### src/rtl/spi_wp_pkg.sv
package spi_wp_pkg;

    typedef enum logic [2:0] {
        CMD_NONE  = 3'd0,
        CMD_WREN  = 3'd1,
        CMD_WRDI  = 3'd2,
        CMD_WRSR  = 3'd3,
        CMD_ARRAY = 3'd4,
        CMD_SECT  = 3'd5,
        CMD_LOCK  = 3'd6,
        CMD_RSVD  = 3'd7
    } cmd_kind_e;

    typedef enum logic {
        ST_READY = 1'b0,
        ST_CYCLE = 1'b1
    } wp_state_e;

    typedef struct packed {
        logic       srwd;
        logic [1:0] bp;
    } nv_bits_t;

    localparam int SR_SRWD = 7;
    localparam int SR_BP1  = 3;
    localparam int SR_BP0  = 2;

    function automatic logic is_write_type(input cmd_kind_e k);
        return (k == CMD_WRSR) || (k == CMD_ARRAY) || (k == CMD_SECT) || (k == CMD_LOCK);
    endfunction

    function automatic logic [7:0] pack_status(input nv_bits_t nv, input logic wel, input logic wip);
        return {nv.srwd, 3'b000, nv.bp, wel, wip};
    endfunction

endpackage

### src/rtl/sr_range_check.sv
module sr_range_check #(
    parameter int ADDR_W = 14
) (
    input  logic [1:0]        bp,
    input  logic [ADDR_W-1:0] addr,
    output logic              in_range
);
    localparam int TOP = ADDR_W - 1;
    localparam int NXT = ADDR_W - 2;

    always_comb begin
        unique case (bp)
            2'b00:   in_range = 1'b0;
            2'b01:   in_range = addr[TOP] & addr[NXT];
            2'b10:   in_range = addr[TOP];
            default: in_range = 1'b1;
        endcase
    end
endmodule

### src/rtl/sr_cycle_timer.sv
module sr_cycle_timer #(
    parameter int CYCLES = 16
) (
    input  logic clk,
    input  logic rst_n,
    input  logic load,
    input  logic run,
    output logic zero
);
    localparam int CW = (CYCLES > 1) ? $clog2(CYCLES) : 1;
    localparam logic [CW-1:0] LOAD_VAL = CW'(CYCLES - 1);

    logic [CW-1:0] cnt_q;

    always_ff @(posedge clk or negedge rst_n) begin
        if (!rst_n) begin
            cnt_q <= '0;
        end else if (load) begin
            cnt_q <= LOAD_VAL;
        end else if (run && cnt_q != '0) begin
            cnt_q <= cnt_q - 1'b1;
        end
    end

    assign zero = (cnt_q == '0);
endmodule

### src/rtl/sr_serial_out.sv
module sr_serial_out #(
    parameter int BYTE_W = 8
) (
    input  logic              clk,
    input  logic              rst_n,
    input  logic              start,
    input  logic              shift,
    input  logic [BYTE_W-1:0] byte_i,
    output logic              bit_o
);
    localparam int IW = $clog2(BYTE_W);
    localparam logic [IW-1:0] MSB_IDX = IW'(BYTE_W - 1);

    logic [IW-1:0] idx_q;

    always_ff @(posedge clk or negedge rst_n) begin
        if (!rst_n) begin
            idx_q <= MSB_IDX;
        end else if (start) begin
            idx_q <= MSB_IDX;
        end else if (shift) begin
            idx_q <= (idx_q == '0) ? MSB_IDX : idx_q - 1'b1;
        end
    end

    assign bit_o = byte_i[idx_q];
endmodule

### src/rtl/spi_wprot_ctrl.sv
module spi_wprot_ctrl
    import spi_wp_pkg::*;
#(
    parameter int ADDR_W    = 14,
    parameter int WCYC_CLKS = 16
) (
    input  logic              clk,
    input  logic              rst_n,
    input  logic              cmd_valid,
    input  logic [2:0]        cmd_kind,
    input  logic [ADDR_W-1:0] cmd_addr,
    input  logic [7:0]        cmd_data,
    input  logic              byte_aligned,
    input  logic              wp_n,
    input  logic              rd_start,
    input  logic              rd_shift,
    output logic              rd_bit,
    output logic [7:0]        status_byte,
    output logic              accept,
    output logic              reject,
    output logic              busy
);

    wp_state_e state_q, state_d;
    cmd_kind_e kind;
    nv_bits_t  nv_q, pend_q;
    logic      pend_vld_q;
    logic      wel_q;
    logic      accept_q, reject_q;
    logic      addr_prot, tmr_zero;
    logic      take, wtype, deny, accept_c, reject_c, cycle_done;

    sr_range_check #(.ADDR_W(ADDR_W)) i_range (
        .bp       (nv_q.bp),
        .addr     (cmd_addr),
        .in_range (addr_prot)
    );

    sr_cycle_timer #(.CYCLES(WCYC_CLKS)) i_timer (
        .clk   (clk),
        .rst_n (rst_n),
        .load  (accept_c),
        .run   (state_q == ST_CYCLE),
        .zero  (tmr_zero)
    );

    sr_serial_out #(.BYTE_W(8)) i_serial (
        .clk    (clk),
        .rst_n  (rst_n),
        .start  (rd_start),
        .shift  (rd_shift),
        .byte_i (status_byte),
        .bit_o  (rd_bit)
    );

    // Decision logic for one command event
    always_comb begin
        kind  = cmd_kind_e'(cmd_kind);
        take  = cmd_valid && (state_q == ST_READY);
        wtype = is_write_type(kind);
        deny  = !byte_aligned || !wel_q
              || ((kind == CMD_WRSR) && nv_q.srwd && !wp_n)
              || ((kind == CMD_ARRAY) && addr_prot)
              || (((kind == CMD_SECT) || (kind == CMD_LOCK)) && (nv_q.bp == 2'b11));
        accept_c   = take && wtype && !deny;
        reject_c   = take && wtype && deny;
        cycle_done = (state_q == ST_CYCLE) && tmr_zero;
    end

    // Next-state logic
    always_comb begin
        state_d = state_q;
        unique case (state_q)
            ST_READY: if (accept_c)   state_d = ST_CYCLE;
            ST_CYCLE: if (cycle_done) state_d = ST_READY;
            default:                  state_d = ST_READY;
        endcase
    end

    // State register
    always_ff @(posedge clk or negedge rst_n) begin
        if (!rst_n) state_q <= ST_READY;
        else        state_q <= state_d;
    end

    // Register outputs and status bits
    always_ff @(posedge clk or negedge rst_n) begin
        if (!rst_n) begin
            accept_q   <= 1'b0;
            reject_q   <= 1'b0;
            wel_q      <= 1'b0;
            nv_q       <= '0;
            pend_q     <= '0;
            pend_vld_q <= 1'b0;
        end else begin
            accept_q <= accept_c;
            reject_q <= reject_c;
            if (reject_c) begin
                wel_q <= 1'b0;
            end else if (take && byte_aligned && kind == CMD_WREN) begin
                wel_q <= 1'b1;
            end else if (take && byte_aligned && kind == CMD_WRDI) begin
                wel_q <= 1'b0;
            end else if (cycle_done) begin
                wel_q <= 1'b0;
            end
            if (accept_c && kind == CMD_WRSR) begin
                pend_vld_q <= 1'b1;
                pend_q     <= '{srwd: cmd_data[SR_SRWD], bp: {cmd_data[SR_BP1], cmd_data[SR_BP0]}};
            end else if (cycle_done) begin
                pend_vld_q <= 1'b0;
                if (pend_vld_q) nv_q <= pend_q;
            end
        end
    end

    assign busy        = (state_q == ST_CYCLE);
    assign accept      = accept_q;
    assign reject      = reject_q;
    assign status_byte = pack_status(nv_q, wel_q, busy);

endmodule

### config.mk
export PLATFORM = sky130hd
export DESIGN_NAME = spi_wprot_ctrl
export DESIGN_NICKNAME = d
export VERILOG_FILES = /design/src/rtl/spi_wp_pkg.sv /design/src/rtl/sr_range_check.sv /design/src/rtl/sr_cycle_timer.sv /design/src/rtl/sr_serial_out.sv /design/src/rtl/spi_wprot_ctrl.sv
export SDC_FILE = /design/constraint.sdc
export NUM_CORES = 1
export LEC_CHECK = 0
export ABC_AREA = 1
export BUFFER_PORTS_ARGS = -buffer_cell sky130_fd_sc_hd__buf_2
export CORE_ASPECT_RATIO = 1.25
export CORE_MARGIN = 8
export CORE_UTILIZATION = 40
export CTS_BUF_LIST = sky130_fd_sc_hd__clkbuf_4
export CTS_CLUSTER_SIZE = 16
export DETAILED_ROUTE_END_ITERATION = 7
export GPL_TIMING_DRIVEN = 0
export PLACE_DENSITY = 0.67
export SLEW_MARGIN = 20
export SYNTH_ARGS = -nofsm -noshare
export SYNTH_HDL_FRONTEND = slang
export SYNTH_HIERARCHICAL = 1
export SYNTH_SLANG_ARGS = --single-unit
### constraint.sdc
create_clock -name clk -period 2.02 [get_ports clk]
set_clock_uncertainty 0.05 [all_clocks]
set_input_delay 0.606 -clock clk [delete_from_list [all_inputs] [get_ports clk]]
set_output_delay 0.606 -clock clk [all_outputs]
set_load 0.01 [all_outputs]
==> results of run 1 <==
-- logic make-up (layout without fill, tap and decap cells) --
family	count (synthesis)	count (layout)
AND/OR/NAND/NOR	82	82
buffers and inverters	32	60
flip-flops	18	18
AO/OA/AOI/OAI	14	14
adder cells (fa/ha/maj)	3	3
multiplexers	3	3
other	1	6
-- critical path, delay by kind of cell, from the launching register on --
family / cells / cell delay, ns
buffers and inverters: 2 / 0.19
flip-flops: 1 / 0.60
AND/OR/NAND/NOR: 5 / 0.29
-- Yosys cell counts (all sizes together) --
cell	instances
nand2	47
inv	27
nand3	17
dfrtp	15
nor2	11
o21ai	9
a21oi	5
buf	5
nand4	5
dfstp	3
ha	3
mux2	3
conb	1
nor3	1
nor4	1
-- layer usage --
metal  track usage (%)  wire length (µm)  up-vias
li1                  -                 -      537
met1              11.1              1040      494
met2              18.6              1310       24
met3              2.18                95        4
met4              5.25                49        0
met5                 0                 0        -
-- what timing repair did --
item	4_1_cts	5_1_grt
endpoints found under the setup margin	1	1
buffers inserted	1	0
pin swaps	0	4
gates resized for setup	1	10
-- flip-flops by register name, indices dropped and copies added, names as in the netlist --
signal / flops
reject: 1
busy: 1
status_byte: 3
pend_q: 3
i_timer/cnt_q: 4
accept: 1
i_serial/idx_q: 3
wel_q: 1
pend_vld_q: 1
-- power by group --
part           switching, W  internal, W
clock network      0.000108    0.0000719
logic              0.000230     0.000149
registers         0.0000432     0.000413
total              0.000381     0.000634
-- through the flow --
step                hold slack, ns  setup TNS, ns
floorplan                    0.260              0
global placement             0.413              0
detailed placement           0.426        -0.0199
CTS                          0.179              0
global route                 0.195         -0.108
finish                       0.175       -0.00537
-- final cells by class --
cell class / count / area share [%]
clock inverter: 1 / 0.261
inverter: 27 / 7.22
sequential: 18 / 31.7
timing repair buffer: 24 / 8.52
multi-input combinational: 108 / 45.0
clock buffer: 3 / 1.57
tap: 36 / 3.13
buffer: 5 / 2.61
-- worst paths after layout --
| kind | endpoint | slack (ns) |
|---|---|---|
| worst min register to register | pend_q[0] | 0.45 |
| worst max register to register | i_timer/cnt_q[0] | 0.23 |
| worst min-delay path | reject | 0.17 |
| worst max-delay path | rd_bit | -0.005 |
| max in group asynchronous | i_serial/idx_q[1] | 1.42 |
| min in group clk | pend_q[0] | 0.45 |
==> run summary, run 1 <==
Final max-slew violation count: 0
PD cells: 705 nW/µm²
Area growth from synthesis to final layout: 20.9%
Arithmetic-cell share of the synthesized area counting full adders, half adders and majority gates: 3.15%
# fillers: 312
Synth Area in XOR/XNOR: 0%
Number of placed instances with taps included: 217
Worst path max stage delay: 0.60 ns
Insertion delay to the later sink of the worst-skew pair: 0.29 ns
Overflow left after global routing: 0
Post-Synthesis Cells: 153
Peak Freq: 494 MHz
Library cells used by synthesis: 26
X dimension of the die: 64.8 µm
Final Worst Setup Slack: -0.00537 ns
Leading cell type in the layout, fill and taps excluded: nand2_1
Post-route cell area: 1440 µm²
Mux cell area share after synthesis: 2.84%
Largest cells by area after synthesis: dfrtp_1, nand2_1, inv_1
Share of the yosys chip area belonging to registers: 38.2%
Max H-tree Level: 1
Cell with the biggest individual delay on the critical path: dfstp_2
Shortest period the worst path allows: 2.03 ns
Endpoints failing hold: 0
Critical Path Start: i_serial/idx_q[0]
Via Count: 1,059
Antenna violations before repair: 0
CP startpoint kind: flop
Placement-stage cell area: 1370 µm²
Data arrival time of the critical path: 1.37 ns
Die Ht: 77.0 µm
Nets@finish: 222
Fraction of final layout cells with drive strength greater than 1: 37.1%
Area fraction in and, or, nand and nor cells after synthesis: 36.4%
Hold bufs inserted after CTS: 0
Area occupied by multi-input gates: 648 µm²
Share of Yosys cell area claimed by the top area cell type: 31.5%
Average vias per placed instance: 4.77
Port-buffer cells: 23
Layout Utilization: 49.8%
Sum of net half-perimeters after detailed placement: 2.02 mm
Area leader, netlist: dfrtp_1
Status: finished with violations
Reg-to-Reg Start: status_byte[2]
Maximum number of pins on one net before global-route repair: 19
CP required: 1.36 ns
Worst Path Max Fanout: 5
Initial core utilization: 41.2%
Power consumption: 0.00101 W
Length in cells of the worst reg-to-reg path: 13
Worst setup slack after placement: -0.0160 ns
Flop and latch count out of synthesis: 18
DRT Pass-1 Iters: 4
Standard-cell row count: 22
Violated checks: negative setup slack
Clock buffer depth: 2
Setup repair after global routing missed its margin: yes
DR iter-0 viols: 15
Post-detailed-route wirelength per cell: 11.2 µm
Leakage power summed over all cells: 0.797 nW
Final setup vio count: 1
Largest family of logic cells by synthesized area: simple AND/OR/NAND/NOR gates
TritonCTS clock tree: yes
Remaining antenna violation count after routing: 0
Cell chain of the critical path: inv_4, nand2_2, nand3_2, nand2_2, nand2_2, nand2_1, buf_2
Path type of the worst setup path: reg2out
Routability congestion estimate: 0.803
Most prevalent standard cell on the critical path: nand2_2
HP Class: in2async
Cell Count, Final, Fillers Out: 222
Wire length of the first global-routing pass: 4.32 mm
Total of warnings raised by yosys: 6
Clock-pin slew on the worst setup and hold paths: 0.10 ns
Number of top-level pins: 44
All-layer global routing usage: 10.4%
Netlist Area Pre-Place: 1190 µm²
Number of sinks driven by the clock tree: 18
Post-route DRC: 0
Die Footprint: 4990 µm²
Share of the cycle needed by the critical path after routing: 100%
Clock tree root buffer cell: clkbuf_4
Top library cells by usage in the layout, fill and taps aside: nand2_1, inv_1, buf_2
FF/Latch Area: 455 µm²
Critical path capture point type: output pin
Number of maximum-capacitance constraint violations: 0
Number of global-route vias before repair: 1,067
Share of the synthesized area in compound gates (AO/OA/AOI/OAI): 7.47%
Routed wire length: 2.50 mm
Synthesized area per cell: 7.78 µm²
Number of buffers added by the clock tree synthesis step: 3
Total core area: 2890 µm²
VDD IR-drop max: 0.469 mV
Antenna Cells: 0
Note: power is estimated with default switching activity, not from simulation.
==> run 2: changes to the inputs <==
- PLACE_DENSITY: 0.67 -> 0.7
- SKIP_CTS_REPAIR_TIMING: default -> 1
==> run 2 against run 1 <==
  * The run still ends with negative setup slack left
  * Global-route usage down 0.23 points
  * Clock power is essentially flat
  * Setup slack improved by 0.0014 ns
  * Clock-buffer cell count did not move
  * Largest cell class unchanged
  * Register-to-register slack improved by 0.02 ns
  * Hold slack lost 0.012 ns
==> run summary, run 2 (synthesis results as in run 1) <==
Max H-tree Level: 1 (unchanged)
Initial core utilization: 41.2% (unchanged)
Final max-slew violation count: 0 (unchanged)
Worst Path Max Fanout: 6 (+1)
Overflow left after global routing: 0 (unchanged)
Violated checks: negative setup slack
Nets@finish: 223 (+0.45%)
TritonCTS clock tree: yes
Flip-flop count of the largest register after layout: 4 (unchanged)
Number of sinks driven by the clock tree: 18 (unchanged)
Setup repair after global routing missed its margin: yes
Busiest grt layer: met2
Leakage power summed over all cells: 0.799 nW (+0.28%)
Final Worst Setup Slack: -0.00395 ns (+0.00142 ns)
Clock tree root buffer cell: clkbuf_4
Area growth from synthesis to final layout: 20.1%
Shortest period the worst path allows: 2.02 ns (-0.00142 ns)
Final setup vio count: 1 (unchanged)
PD cells: 703 nW/µm² (-0.34%)
Layout Utilization: 49.4% (-0.35 points)
Routability congestion estimate: 0.802 (-0.12%)
Insertion delay to the later sink of the worst-skew pair: 0.29 ns (about the same)
Clock buffer depth: 2 (unchanged)
Post-route cell area: 1430 µm² (-0.70%)
Endpoints failing hold: 0 (unchanged)
Placement-stage cell area: 1370 µm² (unchanged)
Power consumption: 0.00100 W (-1.0%)
Die Footprint: 4990 µm² (unchanged)
Cell chain of the critical path: inv_4, nand2_2, nand3_2, nand2_1, nand2_1, nand2_1, buf_2
Peak Freq: 494 MHz (about the same)
Average vias per placed instance: 4.59 (-3.8%)
Number of buffers added by the clock tree synthesis step: 3 (unchanged)
Die Ht: 77.0 µm (unchanged)
Post-detailed-route wirelength per cell: 10.6 µm (-6.0%)
Wire length of the first global-routing pass: 4.21 mm (-2.5%)
Antenna Cells: 0 (unchanged)
All-layer global routing usage: 10.2% (-0.23 points)
Fraction of final layout cells with drive strength greater than 1: 34.8% (-2.3 points)
Total core area: 2890 µm² (unchanged)
Critical path capture point type: output pin
Path type of the worst setup path: reg2out
Routed wire length: 2.36 mm (-5.6%)
VDD IR-drop max: 0.458 mV (-2.3%)
CP startpoint kind: flop
DR iter-0 viols: 17 (+2)
M1 GR Usage: 10.1% (-1.0 points)
GR Layer Usage met3: 1.89% (-0.29 points)
Most prevalent standard cell on the critical path: nand2_1
Cell with the biggest individual delay on the critical path: dfstp_2
Top library cells by usage in the layout, fill and taps aside: nand2_1, inv_1, buf_2
Met2 track demand over resource in global routing: 18.9% (+0.30 points)
Worst path max stage delay: 0.61 ns (about the same)
Setup TNS: -0.00395 ns (+0.00142 ns)
Post-route DRC: 0 (unchanged)
Number of global-route vias before repair: 1,040 (-2.5%)
Leading cell type in the layout, fill and taps excluded: nand2_1
Sum of net half-perimeters after detailed placement: 1.96 mm (-2.9%)
Via Count: 1,023 (-3.4%)
Number of top-level pins: 44 (unchanged)
Standard-cell row count: 22 (unchanged)
Data arrival time of the critical path: 1.37 ns (about the same)
Port-buffer cells: 23 (unchanged)
Share of the cycle needed by the critical path after routing: 100% (about the same)
Remaining antenna violation count after routing: 0 (unchanged)
HP Class: in2async
Antenna violations before repair: 0 (unchanged)
Maximum number of pins on one net before global-route repair: 19 (unchanged)
Number of maximum-capacitance constraint violations: 0 (unchanged)
Register bank with the most flops: i_timer/cnt_q
Status: finished with violations
Clock-pin slew on the worst setup and hold paths: 0.10 ns (about the same)
X dimension of the die: 64.8 µm (unchanged)
CP required: 1.36 ns (about the same)
DRT Pass-1 Iters: 4 (unchanged)
run 2: report_power, final:
group	internal, W	leakage (nW)	switching, W
Clock	0.0000719	0.0154	0.000106
Sequential	0.000413	0.233	0.0000435
Combinational	0.000147	0.550	0.000222
run 2: final cells by class:
class | count | area [µm²]
multi-input cells | 108 | 631
repair buffers | 25 | 130
flip-flops and latches | 18 | 455
well taps | 36 | 45.0
plain buffers | 5 | 37.5
fillers | 292 | 1460
inverters | 27 | 104
clock inverters | 1 | 3.75
clock buffers | 3 | 22.5
run 2: worst max-delay path, delay by kind of cell (launching register included):
| kind | cells | cell delay (ns) |
|---|---|---|
| DFF | 1 | 0.61 |
| and+or+nand+nor | 5 | 0.27 |
| buffers and inverters | 2 | 0.19 |
run 2: metal layers:
metal,routed length [µm],vias to the layer above
met5,0,-
met4,59,0
met3,94,5
met2,1250,20
met1,955,452
li1,-,546
run 2: final timing paths:
path                                   start                 to  slack, ns  cells past startpoint
max                        i_serial/idx_q[0]             rd_bit     -0.004                      7
min in group clk                   pend_q[1]          pend_q[1]       0.44                      2
min                                    rst_n          pend_q[2]       0.16                      1
max in group asynchronous              rst_n  i_serial/idx_q[1]       1.45                      1
max reg2reg                   status_byte[2]   i_timer/cnt_q[0]       0.25                     13
min reg2reg                        pend_q[1]          pend_q[1]       0.44                      2
run 2: stage by stage:
step	cells	hold WS (ns)	setup WS (ns)
floorplan	158	0.260	0.323
global placement	217	0.414	0.0344
detailed placement	217	0.423	0.0255
CTS	221	0.179	-0.0197
global route	223	0.180	-0.102
finish	223	0.163	-0.00395
